===== config.mk =====
export PLATFORM = sky130hd
export DESIGN_NAME = mii_rx_deser
export DESIGN_NICKNAME = d
export VERILOG_FILES = /design/src/rtl/mii_rx_pkg.sv /design/src/rtl/mii_rx_sampler.sv /design/src/rtl/mii_rx_framer.sv /design/src/rtl/mii_rx_outstage.sv /design/src/rtl/mii_rx_deser.sv
export SDC_FILE = /design/constraint.sdc
export NUM_CORES = 1
export LEC_CHECK = 0
export ABC_AREA = 1
export CAP_MARGIN = 10
export CORE_MARGIN = 2
export CORE_UTILIZATION = 60
export CTS_BUF_LIST = sky130_fd_sc_hd__clkbuf_2 sky130_fd_sc_hd__clkbuf_4 sky130_fd_sc_hd__clkbuf_8
export DETAILED_ROUTE_END_ITERATION = 10
export HOLD_SLACK_MARGIN = 0.12
export PLACE_DENSITY = 0.86
export REMOVE_ABC_BUFFERS = 1
export SKIP_CTS_REPAIR_TIMING = 1
export SYNTH_ARGS = -nofsm -noshare
export SYNTH_HDL_FRONTEND = slang
export SYNTH_SLANG_ARGS = --single-unit

===== constraint.sdc =====
create_clock -name clk -period 3.15 [get_ports clk]
set_input_delay 0.63 -clock clk [delete_from_list [all_inputs] [get_ports clk]]
set_output_delay 0.63 -clock clk [all_outputs]
set_load 0.02 [all_outputs]

===== src/rtl/mii_rx_pkg.sv =====
package mii_rx_pkg;
  typedef enum logic [1:0] {
    ST_IDLE = 2'd0,
    ST_HUNT = 2'd1,
    ST_DATA = 2'd2
  } fr_state_t;
endpackage


===== src/rtl/mii_rx_sampler.sv =====
module mii_rx_sampler #(
  parameter int NIB_W = 4
) (
  input  logic             clk,
  input  logic             rst_n,
  input  logic             rx_en,
  input  logic [NIB_W-1:0] rx_d,
  input  logic             rx_er,
  output logic             s_en,
  output logic [NIB_W-1:0] s_d,
  output logic             s_er,
  output logic             frame_start,
  output logic             frame_stop
);
  logic en_d;

  always_ff @(posedge clk) begin
    if (!rst_n) begin
      s_en <= 1'b0;
      s_d  <= '0;
      s_er <= 1'b0;
      en_d <= 1'b0;
    end else begin
      s_en <= rx_en;
      s_d  <= rx_d;
      s_er <= rx_er;
      en_d <= s_en;
    end
  end

  assign frame_start = s_en & ~en_d;
  assign frame_stop  = ~s_en & en_d;

  // a frame start is a single-cycle event
  p_start_pulse_r2: assert property (@(posedge clk) disable iff (!rst_n)
    frame_start |=> !frame_start);
endmodule


===== src/rtl/mii_rx_framer.sv =====
module mii_rx_framer
  import mii_rx_pkg::*;
#(
  parameter int               NIB_W  = 4,
  parameter int               BYTE_W = 8,
  parameter logic [BYTE_W-1:0] SFD   = 8'hD5
) (
  input  logic              clk,
  input  logic              rst_n,
  input  logic              s_en,
  input  logic [NIB_W-1:0]  s_d,
  input  logic              s_er,
  input  logic              frame_start,
  input  logic              frame_stop,
  output logic              byte_stb,
  output logic [BYTE_W-1:0] byte_val,
  output logic              byte_first,
  output logic              frame_end,
  output logic              end_err
);
  localparam int NPB = BYTE_W / NIB_W;
  localparam int CW  = (NPB > 1) ? $clog2(NPB) : 1;
  localparam logic [CW-1:0] LAST = CW'(NPB - 1);

  // new nibble enters at the top, so the first one ends up in the low bits
  function automatic logic [BYTE_W-1:0] shift_nib(input logic [BYTE_W-1:0] acc,
                                                  input logic [NIB_W-1:0]  nib);
    return {nib, acc[BYTE_W-1:NIB_W]};
  endfunction

  fr_state_t         state;
  logic [BYTE_W-1:0] shreg;
  logic [CW-1:0]     cnt;
  logic              first_pend;
  logic              err_sticky;

  logic [BYTE_W-1:0] win;
  logic              hunting;
  logic              sfd_found;
  logic              in_data;

  assign win       = shift_nib(frame_start ? '0 : shreg, s_d);
  assign hunting   = s_en & (frame_start | (state == ST_HUNT));
  assign sfd_found = hunting & (win == SFD);
  assign in_data   = s_en & ~frame_start & (state == ST_DATA);

  assign byte_stb   = in_data & (cnt == LAST);
  assign byte_val   = win;
  assign byte_first = byte_stb & first_pend;
  assign frame_end  = frame_stop & (state == ST_DATA);
  assign end_err    = err_sticky | (cnt != '0);

  always_ff @(posedge clk) begin
    if (!rst_n) begin
      state      <= ST_IDLE;
      shreg      <= '0;
      cnt        <= '0;
      first_pend <= 1'b0;
      err_sticky <= 1'b0;
    end else begin
      err_sticky <= (frame_start ? 1'b0 : err_sticky) | (s_en & s_er);
      if (!s_en) begin
        state      <= ST_IDLE;
        cnt        <= '0;
        first_pend <= 1'b0;
      end else if (hunting) begin
        if (sfd_found) begin
          state      <= ST_DATA;
          shreg      <= '0;
          cnt        <= '0;
          first_pend <= 1'b1;
        end else begin
          state <= ST_HUNT;
          shreg <= win;
        end
      end else if (in_data) begin
        shreg <= win;
        if (byte_stb) begin
          cnt        <= '0;
          first_pend <= 1'b0;
        end else begin
          cnt <= cnt + CW'(1);
        end
      end
    end
  end

  // with enable low the framer always returns to idle
  p_idle_when_off_r10: assert property (@(posedge clk) disable iff (!rst_n)
    !s_en |=> (state == ST_IDLE));
  // an error seen inside a frame is remembered
  p_err_sticky_r5: assert property (@(posedge clk) disable iff (!rst_n)
    (s_en && s_er) |=> err_sticky);
  // the flag starts each frame clear unless set in its first cycle
  p_err_clear_r6: assert property (@(posedge clk) disable iff (!rst_n)
    (frame_start && !s_er) |=> !err_sticky);
endmodule


===== src/rtl/mii_rx_outstage.sv =====
module mii_rx_outstage #(
  parameter int BYTE_W = 8
) (
  input  logic              clk,
  input  logic              rst_n,
  input  logic              byte_stb,
  input  logic [BYTE_W-1:0] byte_val,
  input  logic              byte_first,
  input  logic              frame_end,
  input  logic              end_err,
  output logic              out_valid,
  output logic [BYTE_W-1:0] out_data,
  output logic              out_sop,
  output logic              out_eop,
  output logic              out_err
);
  logic              hold_v;
  logic [BYTE_W-1:0] hold_b;
  logic              hold_sop;

  always_ff @(posedge clk) begin
    if (!rst_n) begin
      hold_v    <= 1'b0;
      hold_b    <= '0;
      hold_sop  <= 1'b0;
      out_valid <= 1'b0;
      out_data  <= '0;
      out_sop   <= 1'b0;
      out_eop   <= 1'b0;
      out_err   <= 1'b0;
    end else begin
      out_valid <= 1'b0;
      out_sop   <= 1'b0;
      out_eop   <= 1'b0;
      out_err   <= 1'b0;
      if (byte_stb) begin
        if (hold_v) begin
          out_valid <= 1'b1;
          out_data  <= hold_b;
          out_sop   <= hold_sop;
        end
        hold_v   <= 1'b1;
        hold_b   <= byte_val;
        hold_sop <= byte_first;
      end else if (frame_end) begin
        if (hold_v) begin
          out_valid <= 1'b1;
          out_data  <= hold_b;
          out_sop   <= hold_sop;
          out_eop   <= 1'b1;
          out_err   <= end_err;
        end
        hold_v <= 1'b0;
      end
    end
  end

  // packet tracker used only by the properties below
  logic in_pkt;
  always_ff @(posedge clk) begin
    if (!rst_n) in_pkt <= 1'b0;
    else if (out_valid) in_pkt <= !out_eop;
  end

  p_marks_need_valid_r4: assert property (@(posedge clk) disable iff (!rst_n)
    (out_sop || out_eop) |-> out_valid);
  p_sop_opens_packet_r4: assert property (@(posedge clk) disable iff (!rst_n)
    (out_valid && !in_pkt) |-> out_sop);
  p_no_sop_inside_r4: assert property (@(posedge clk) disable iff (!rst_n)
    (out_valid && in_pkt) |-> !out_sop);
  p_err_on_eop_r5: assert property (@(posedge clk) disable iff (!rst_n)
    out_err |-> (out_eop && out_valid));
  p_gap_after_eop_r9: assert property (@(posedge clk) disable iff (!rst_n)
    out_eop |=> !out_valid);
endmodule


===== src/rtl/mii_rx_deser.sv =====
module mii_rx_deser #(
  parameter int               NIB_W  = 4,
  parameter int               BYTE_W = 8,
  parameter logic [BYTE_W-1:0] SFD   = 8'hD5
) (
  input  logic              clk,
  input  logic              rst_n,
  input  logic              mii_rx_en,
  input  logic [NIB_W-1:0]  mii_rx_d,
  input  logic              mii_rx_er,
  output logic              out_valid,
  output logic [BYTE_W-1:0] out_data,
  output logic              out_sop,
  output logic              out_eop,
  output logic              out_err
);
  logic             s_en;
  logic [NIB_W-1:0] s_d;
  logic             s_er;
  logic             frame_start;
  logic             frame_stop;

  logic              byte_stb;
  logic [BYTE_W-1:0] byte_val;
  logic              byte_first;
  logic              frame_end;
  logic              end_err;

  mii_rx_sampler #(.NIB_W(NIB_W)) u_sampler (
    .clk(clk), .rst_n(rst_n),
    .rx_en(mii_rx_en), .rx_d(mii_rx_d), .rx_er(mii_rx_er),
    .s_en(s_en), .s_d(s_d), .s_er(s_er),
    .frame_start(frame_start), .frame_stop(frame_stop)
  );

  mii_rx_framer #(.NIB_W(NIB_W), .BYTE_W(BYTE_W), .SFD(SFD)) u_framer (
    .clk(clk), .rst_n(rst_n),
    .s_en(s_en), .s_d(s_d), .s_er(s_er),
    .frame_start(frame_start), .frame_stop(frame_stop),
    .byte_stb(byte_stb), .byte_val(byte_val), .byte_first(byte_first),
    .frame_end(frame_end), .end_err(end_err)
  );

  mii_rx_outstage #(.BYTE_W(BYTE_W)) u_out (
    .clk(clk), .rst_n(rst_n),
    .byte_stb(byte_stb), .byte_val(byte_val), .byte_first(byte_first),
    .frame_end(frame_end), .end_err(end_err),
    .out_valid(out_valid), .out_data(out_data),
    .out_sop(out_sop), .out_eop(out_eop), .out_err(out_err)
  );

  // nothing leaves the block unless a frame was in progress recently
  p_quiet_without_frame_r1: assert property (@(posedge clk) disable iff (!rst_n)
    out_valid |-> ($past(s_en) || $past(frame_stop)));
endmodule


==> impl_metrics.env, run 1 <==
export IMPL_ys_seq_area_frac=0.5278
export IMPL_num_vias=1151
export IMPL_placed_cell_area_um2=1625
export IMPL_p_int_w=0.0006022
export IMPL_relSlewSlack=0.5296
export IMPL_synth_seq_cells=38
export IMPL_dieArea_um2=2811
export IMPL_final_cell_mix="dfxtp_1 (38), nand2_1 (34), a21oi_1 (23)"
export IMPL_placementRows=17
export IMPL_insertion_delay_ns=0.33
export IMPL_clkSinkCount=38
export IMPL_grt_use_met3=0.05932
export IMPL_via_per_inst=5.280
export IMPL_finalClockSkew_ns=0.003150
export IMPL_r2r_end="u_out.out_data[2]"
export IMPL_cp_data_arrival_time_ns=1.28
export IMPL_wirelength_um=2472
export IMPL_cts_root_buf="clkbuf_4"
export IMPL_tns_ns=0
export IMPL_setup_viol=0
export IMPL_ir_drop_uv=391.7
export IMPL_ff2ff_setup_slack_ns=1.67
export IMPL_cts_tree="done"
export IMPL_hold_violations=0
export IMPL_p_sw_frac=0.2120
export IMPL_power_total_w=0.0007643
export IMPL_fin_area_um2=1678
export IMPL_coreArea_um2=2233
export IMPL_drt_pass1_iterations=4
export IMPL_end_kind="output pin"
export IMPL_io_buffers=19
export IMPL_p_comb_frac=0.042
export IMPL_dp_hpwl_um=1846
export IMPL_p_leak_nw=0.6730
export IMPL_crit_type="reg2out"
export IMPL_critPathLaunch="u_out.out_data[7]"
export IMPL_dp_cells=211
export IMPL_clockPowerShare=0.311
export IMPL_avgSynthCellArea_um2=8.429
export IMPL_io_pins=20
export IMPL_hold_class="reg2reg"
export IMPL_layout_drive_gt1_share=0.1263
export IMPL_tightestPinTransition_ns=0.7048
export IMPL_chipWidth_um=53.02
export IMPL_n_antenna_cell=0
export IMPL_fin_crit_sh=0.6050
export IMPL_critPathTopFamily="buffers and inverters"
export IMPL_rsz0062_at_grt="no"
export IMPL_r2r_start="u_framer.cnt"
export IMPL_syn_to_final_growth_pct=16.41
export IMPL_period_needed_ns=1.906
export IMPL_synth_cells=171
export IMPL_clockBufferDepth=2
export IMPL_synth_distinct_cells=29
export IMPL_post_drt_wl_per_cell_um=11.34
export IMPL_drc=0
export IMPL_crit_cells=1
export IMPL_startpoint_type="register"
export IMPL_grt_antenna_before_repair=0
export IMPL_start_util=0.6454
export IMPL_num_nets_final=198
export IMPL_grt_pass1_vias=1067
export IMPL_powerDensity_nw_per_um2=455.5
export IMPL_crit_chain="clkdlybuf4s50_1"
export IMPL_top_usage_layer="met2"
export IMPL_yosysWarnings=0
export IMPL_cp_required_ns=2.52
export IMPL_clkTransAtPathRegs_ns=0.10
export IMPL_slowest_stage="clkdlybuf4s50_1"
export IMPL_numCtsBuffers=5
export IMPL_synth_cell_area_um2=1441
export IMPL_power_switching_w=0.0001620
export IMPL_gp_congestion=0.9221
export IMPL_crit_end="out_data[7]"
export IMPL_drtIter0Drc=24
export IMPL_met1_usage=0.2482
export IMPL_drv_slew=0
export IMPL_sequentialPowerShare=0.647
export IMPL_h_tree_depth=2
export IMPL_outcome="complete, no violations"
export IMPL_dieHeight_um=53.02
export IMPL_reg2regPathDepth=5
export IMPL_whs_ns=0.4629
export IMPL_layout_commonest_cell="dfxtp_1"
export IMPL_max_freq_mhz=524.7
export IMPL_post_layout_nonfiller_instances=218
export IMPL_grt_max_degree=24
export IMPL_cap_violations=0
export IMPL_overflow=0
export IMPL_critPathMaxStageDelay_ns=0.60
export IMPL_drtAntennaViolNets=0
export IMPL_critPathBufInv=1
export IMPL_groute_usage_overall=0.2162
export IMPL_met2_usage=0.3604
export IMPL_crit_fanout=2
export IMPL_grt_pass1_wl_um=4347
==> power groups by stage <==
stage	logic [W]	registers, W	clock network, W
after floorplan	0.0000179	0.000504	0
after global placement	0.0000309	0.000505	0
after detailed placement	0.0000324	0.000505	0
after CTS	0.0000324	0.000494	0.000248
after global routing	0.0000365	0.000495	0.000265
final	0.0000324	0.000494	0.000238
==> per-stage QoR <==
| step | utilization | setup WS [ns] |
|---|---|---|
| 6_report | 0.7513 | 1.244 |
| 5_1_grt | 0.7513 | 1.177 |
| 4_1_cts | 0.7513 | 1.225 |
| 3_5_place_dp | 0.7277 | 1.070 |
| 3_3_place_gp | 0.7277 | 1.148 |
| 2_1_floorplan | - | 1.907 |
==> Yosys cell counts <==
cell type   n  area, um^2
dfxtp_1    38       760.7
nand2_1    34       127.6
a21oi_1    23       115.1
nand3_1    20       100.1
inv_1      17       63.81
nor2_1      7       26.28
buf_2       3       15.01
inv_2       3       11.26
nand2_4     3       33.78
nand2_2     2       12.51
nor2_2      2       12.51
o21ai_0     2       10.01
a21oi_2     1       8.760
a21oi_4     1       16.27
a32o_1      1       10.01
buf_1       1       3.750
buf_4       1       7.510
buf_6       1       11.26
clkbuf_1    1       3.750
nand3_2     1       10.01
nand4_1     1       6.260
nor2_4      1       11.26
nor2_8      1       20.02
nor3_1      1       5.000
nor3_2      1       10.01
nor3b_1     1       7.510
o21a_1      1       7.510
o21ai_1     1       5.000
o21ai_2     1       8.760
==> final cells by class <==
type                    instances  area (um^2)
well taps                      28        35.03
multi-input cells             106        564.3
flip-flops and latches         38        760.7
clock buffers                   7        52.55
inverters                      20        75.07
fillers                       178        555.5
repair buffers                 19        190.2
==> worst min-delay path by stage <==
stage                                 start  slack, ns             endpoint  cells past startpoint
after floorplan              u_sampler.s_er       0.42  u_framer.err_sticky                      1
after global placement       u_sampler.s_er       0.42  u_framer.err_sticky                      1
after detailed placement     u_sampler.s_er       0.44  u_framer.err_sticky                      1
after CTS                    u_sampler.s_er       0.47  u_framer.err_sticky                      1
after global routing      u_out.out_data[4]       0.49    u_out.out_data[4]                      2
final                        u_sampler.s_er       0.46  u_framer.err_sticky                      1
==> kinds of logic (layout without fill, tap and decap cells) <==
group	after synthesis	after routing	synth area share
buffers and inverters	27	46	0.08072
AO/OA/AOI/OAI	31	31	0.1259
flip-flops	38	38	0.5278
AND/OR/NAND/NOR	75	75	0.2656
==> registers in the layout, indices dropped and copies added, names as in the netlist <==
register             flops
u_out.hold_b             8
u_framer.cnt             1
u_framer.shreg           4
u_sampler.s_d            4
u_out.out_err            1
u_out.out_sop            1
u_out.out_valid          1
u_sampler.s_er           1
u_out.hold_sop           1
u_framer.first_pend      1
u_sampler.s_en           1
u_out.hold_v             1
u_out.out_data           8
u_sampler.en_d           1
u_framer.err_sticky      1
u_out.out_eop            1
u_framer.state           2
==> metal layers <==
metal,part of all wire,vias to the layer above
met3,0.045,9
li1,-,586
met5,0,-
met1,0.43,524
met2,0.49,32
met4,0.025,0
No activity file was read; power rests on OpenSTA's default activity.
==> run 2: changes to the inputs <==
--- a/config.mk
+++ b/config.mk
@@ -8,11 +8,11 @@
 export ABC_AREA = 1
 export CAP_MARGIN = 10
 export CORE_MARGIN = 2
-export CORE_UTILIZATION = 60
+export CORE_UTILIZATION = 50
 export CTS_BUF_LIST = sky130_fd_sc_hd__clkbuf_2 sky130_fd_sc_hd__clkbuf_4 sky130_fd_sc_hd__clkbuf_8
 export DETAILED_ROUTE_END_ITERATION = 10
 export HOLD_SLACK_MARGIN = 0.12
-export PLACE_DENSITY = 0.86
+export PLACE_DENSITY = 0.77
 export REMOVE_ABC_BUFFERS = 1
 export SKIP_CTS_REPAIR_TIMING = 1
 export SYNTH_ARGS = -nofsm -noshare
==> constraint.sdc (replaced) <==
create_clock -name clk -period 1.6 [get_ports clk]
set_input_delay 0.32 -clock clk [delete_from_list [all_inputs] [get_ports clk]]
set_output_delay 0.32 -clock clk [all_outputs]
set_load 0.02 [all_outputs]
==> run 2 against run 1 <==
  * Flip-flop and latch count unchanged
  * Non-clock buffer count up 3
  * Power up 95%
  * Clock skew up 0.0040 ns
  * Critical path type unchanged
  * Critical endpoint is now out_sop
  * Largest cell class unchanged
  * Largest power group unchanged
  * Highest routed layer unchanged
==> impl_metrics.env, run 2 (same netlist as run 1, synthesis figures left out) <==
export IMPL_outcome="complete, no violations"
export IMPL_relSlewSlack=0.7147
export IMPL_critPathMaxStageDelay_ns=0.59
export IMPL_numCtsBuffers=5
export IMPL_drv_slew=0
export IMPL_ir_drop_uv=842.1
export IMPL_end_kind="output pin"
export IMPL_finalWorstSetupSlack_ns=0.03667
export IMPL_start_util=0.5227
export IMPL_regArea_um2=760.7
export IMPL_powerDensity_nw_per_um2=864.5
export IMPL_dieHeight_um=57.69
export IMPL_cts_root_buf="clkbuf_4"
export IMPL_whs_ns=0.4540
export IMPL_crit_type="reg2out"
export IMPL_grt_antenna_before_repair=0
export IMPL_fillers=267
export IMPL_critPathTopFamily="buffers and inverters"
export IMPL_tightestPinTransition_ns=0.4274
export IMPL_top_regs="u_out.hold_b (8), u_out.out_data (8)"
export IMPL_setup_viol=0
export IMPL_drtAntennaViolNets=0
export IMPL_dp_hpwl_um=2012
export IMPL_fin_area_um2=1724
export IMPL_period_needed_ns=1.563
export IMPL_fin_crit_sh=0.9771
export IMPL_finalClockSkew_ns=0.007127
export IMPL_startpoint_type="register"
export IMPL_clkTransAtPathRegs_ns=0.10
export IMPL_wirelength_um=2672
export IMPL_via_per_inst=5.205
export IMPL_clkSinkCount=38
export IMPL_drtIter0Drc=47
export IMPL_drc=0
export IMPL_dp_slack_ns=0.1527
export IMPL_critPathBufInv=1
export IMPL_n_antenna_cell=0
export IMPL_p_leak_nw=0.8742
export IMPL_dieArea_um2=3328
export IMPL_insertion_delay_ns=0.34
export IMPL_groute_usage_overall=0.1839
export IMPL_coreArea_um2=2758
export IMPL_post_drt_wl_per_cell_um=11.93
export IMPL_grt_max_degree=24
export IMPL_rsz0062_at_grt="no"
export IMPL_grt_pass1_wl_um=4664
export IMPL_hold_class="reg2reg"
export IMPL_layout_drive_gt1_share=0.1399
export IMPL_crit_fanout=1
export IMPL_hold_violations=0
export IMPL_clockBufferDepth=2
export IMPL_num_nets_final=201
export IMPL_io_pins=20
export IMPL_crit_chain="clkdlybuf4s50_1"
export IMPL_cp_data_arrival_time_ns=1.24
export IMPL_layout_commonest_cell="dfxtp_1"
export IMPL_slowest_stage="clkdlybuf4s50_1"
export IMPL_h_tree_depth=2
export IMPL_io_buffers=19
export IMPL_final_cell_mix="dfxtp_1 (38), nand2_1 (34), a21oi_1 (23)"
export IMPL_syn_to_final_growth_pct=19.62
export IMPL_overflow=0
export IMPL_num_vias=1166
export IMPL_cp_required_ns=1.28
export IMPL_multi_input_area_um2=564.3
export IMPL_placementRows=19
export IMPL_chipWidth_um=57.69
export IMPL_cap_violations=0
export IMPL_drt_pass1_iterations=4
export IMPL_cts_tree="done"
export IMPL_grt_pass1_vias=1083
export IMPL_gp_congestion=0.8365
export IMPL_power_total_w=0.001491
export IMPL_placed_cell_area_um2=1652
export IMPL_max_freq_mhz=639.7
-- run 2: layout make-up --
class / count / area share
inverter: 20 / 0.04354
clock buffer: 5 / 0.02177
multi-input combinational: 106 / 0.3273
timing repair buffer: 22 / 0.1379
clock inverter: 2 / 0.005806
tap: 31 / 0.02250
sequential: 38 / 0.4412
-- run 2: through the flow --
step / setup TNS (ns) / util / std cells
after floorplan: 0 / - / 164
after global placement: 0 / 0.5989 / 217
after detailed placement: 0 / 0.5989 / 217
after CTS: -0.1646 / 0.6162 / 224
after global routing: 0 / 0.6252 / 224
final: 0 / 0.6252 / 224
-- run 2: metal layers --
metal	vias up	wire length, um	track usage
met5	-	0	0
met4	0	78	0.09635
met3	11	149	0.05134
met2	36	1312	0.3117
met1	524	1132	0.2106
li1	595	-	-
-- run 2: path summary, 6_finish.rpt --
kind	from	endpoint	slack (ns)	cells past startpoint
worst max register to register	u_sampler.s_en	u_out.hold_sop	0.20	5
worst min-delay path	u_sampler.s_er	u_framer.err_sticky	0.45	1
worst min register to register	u_sampler.s_er	u_framer.err_sticky	0.45	1
worst max-delay path	u_out.out_sop	out_sop	0.04	1
-- run 2: worst reg2reg max path: cells and delay by family (launching register included) --
kind               cells  cell delay [ns]
AOI/OAI and AO/OA      2             0.31
DFF                    1             0.56
and+or+nand+nor        3             0.43
-- run 2: report_power, final --
group	leakage [nW]	switching (W)	total [W]	internal [W]
Clock	0.0308	0.000292	0.000450	0.000158
Sequential	0.308	0.0000141	0.000973	0.000959
Combinational	0.535	0.0000371	0.0000672	0.0000301
Total	0.874	0.000343	0.00149	0.00115
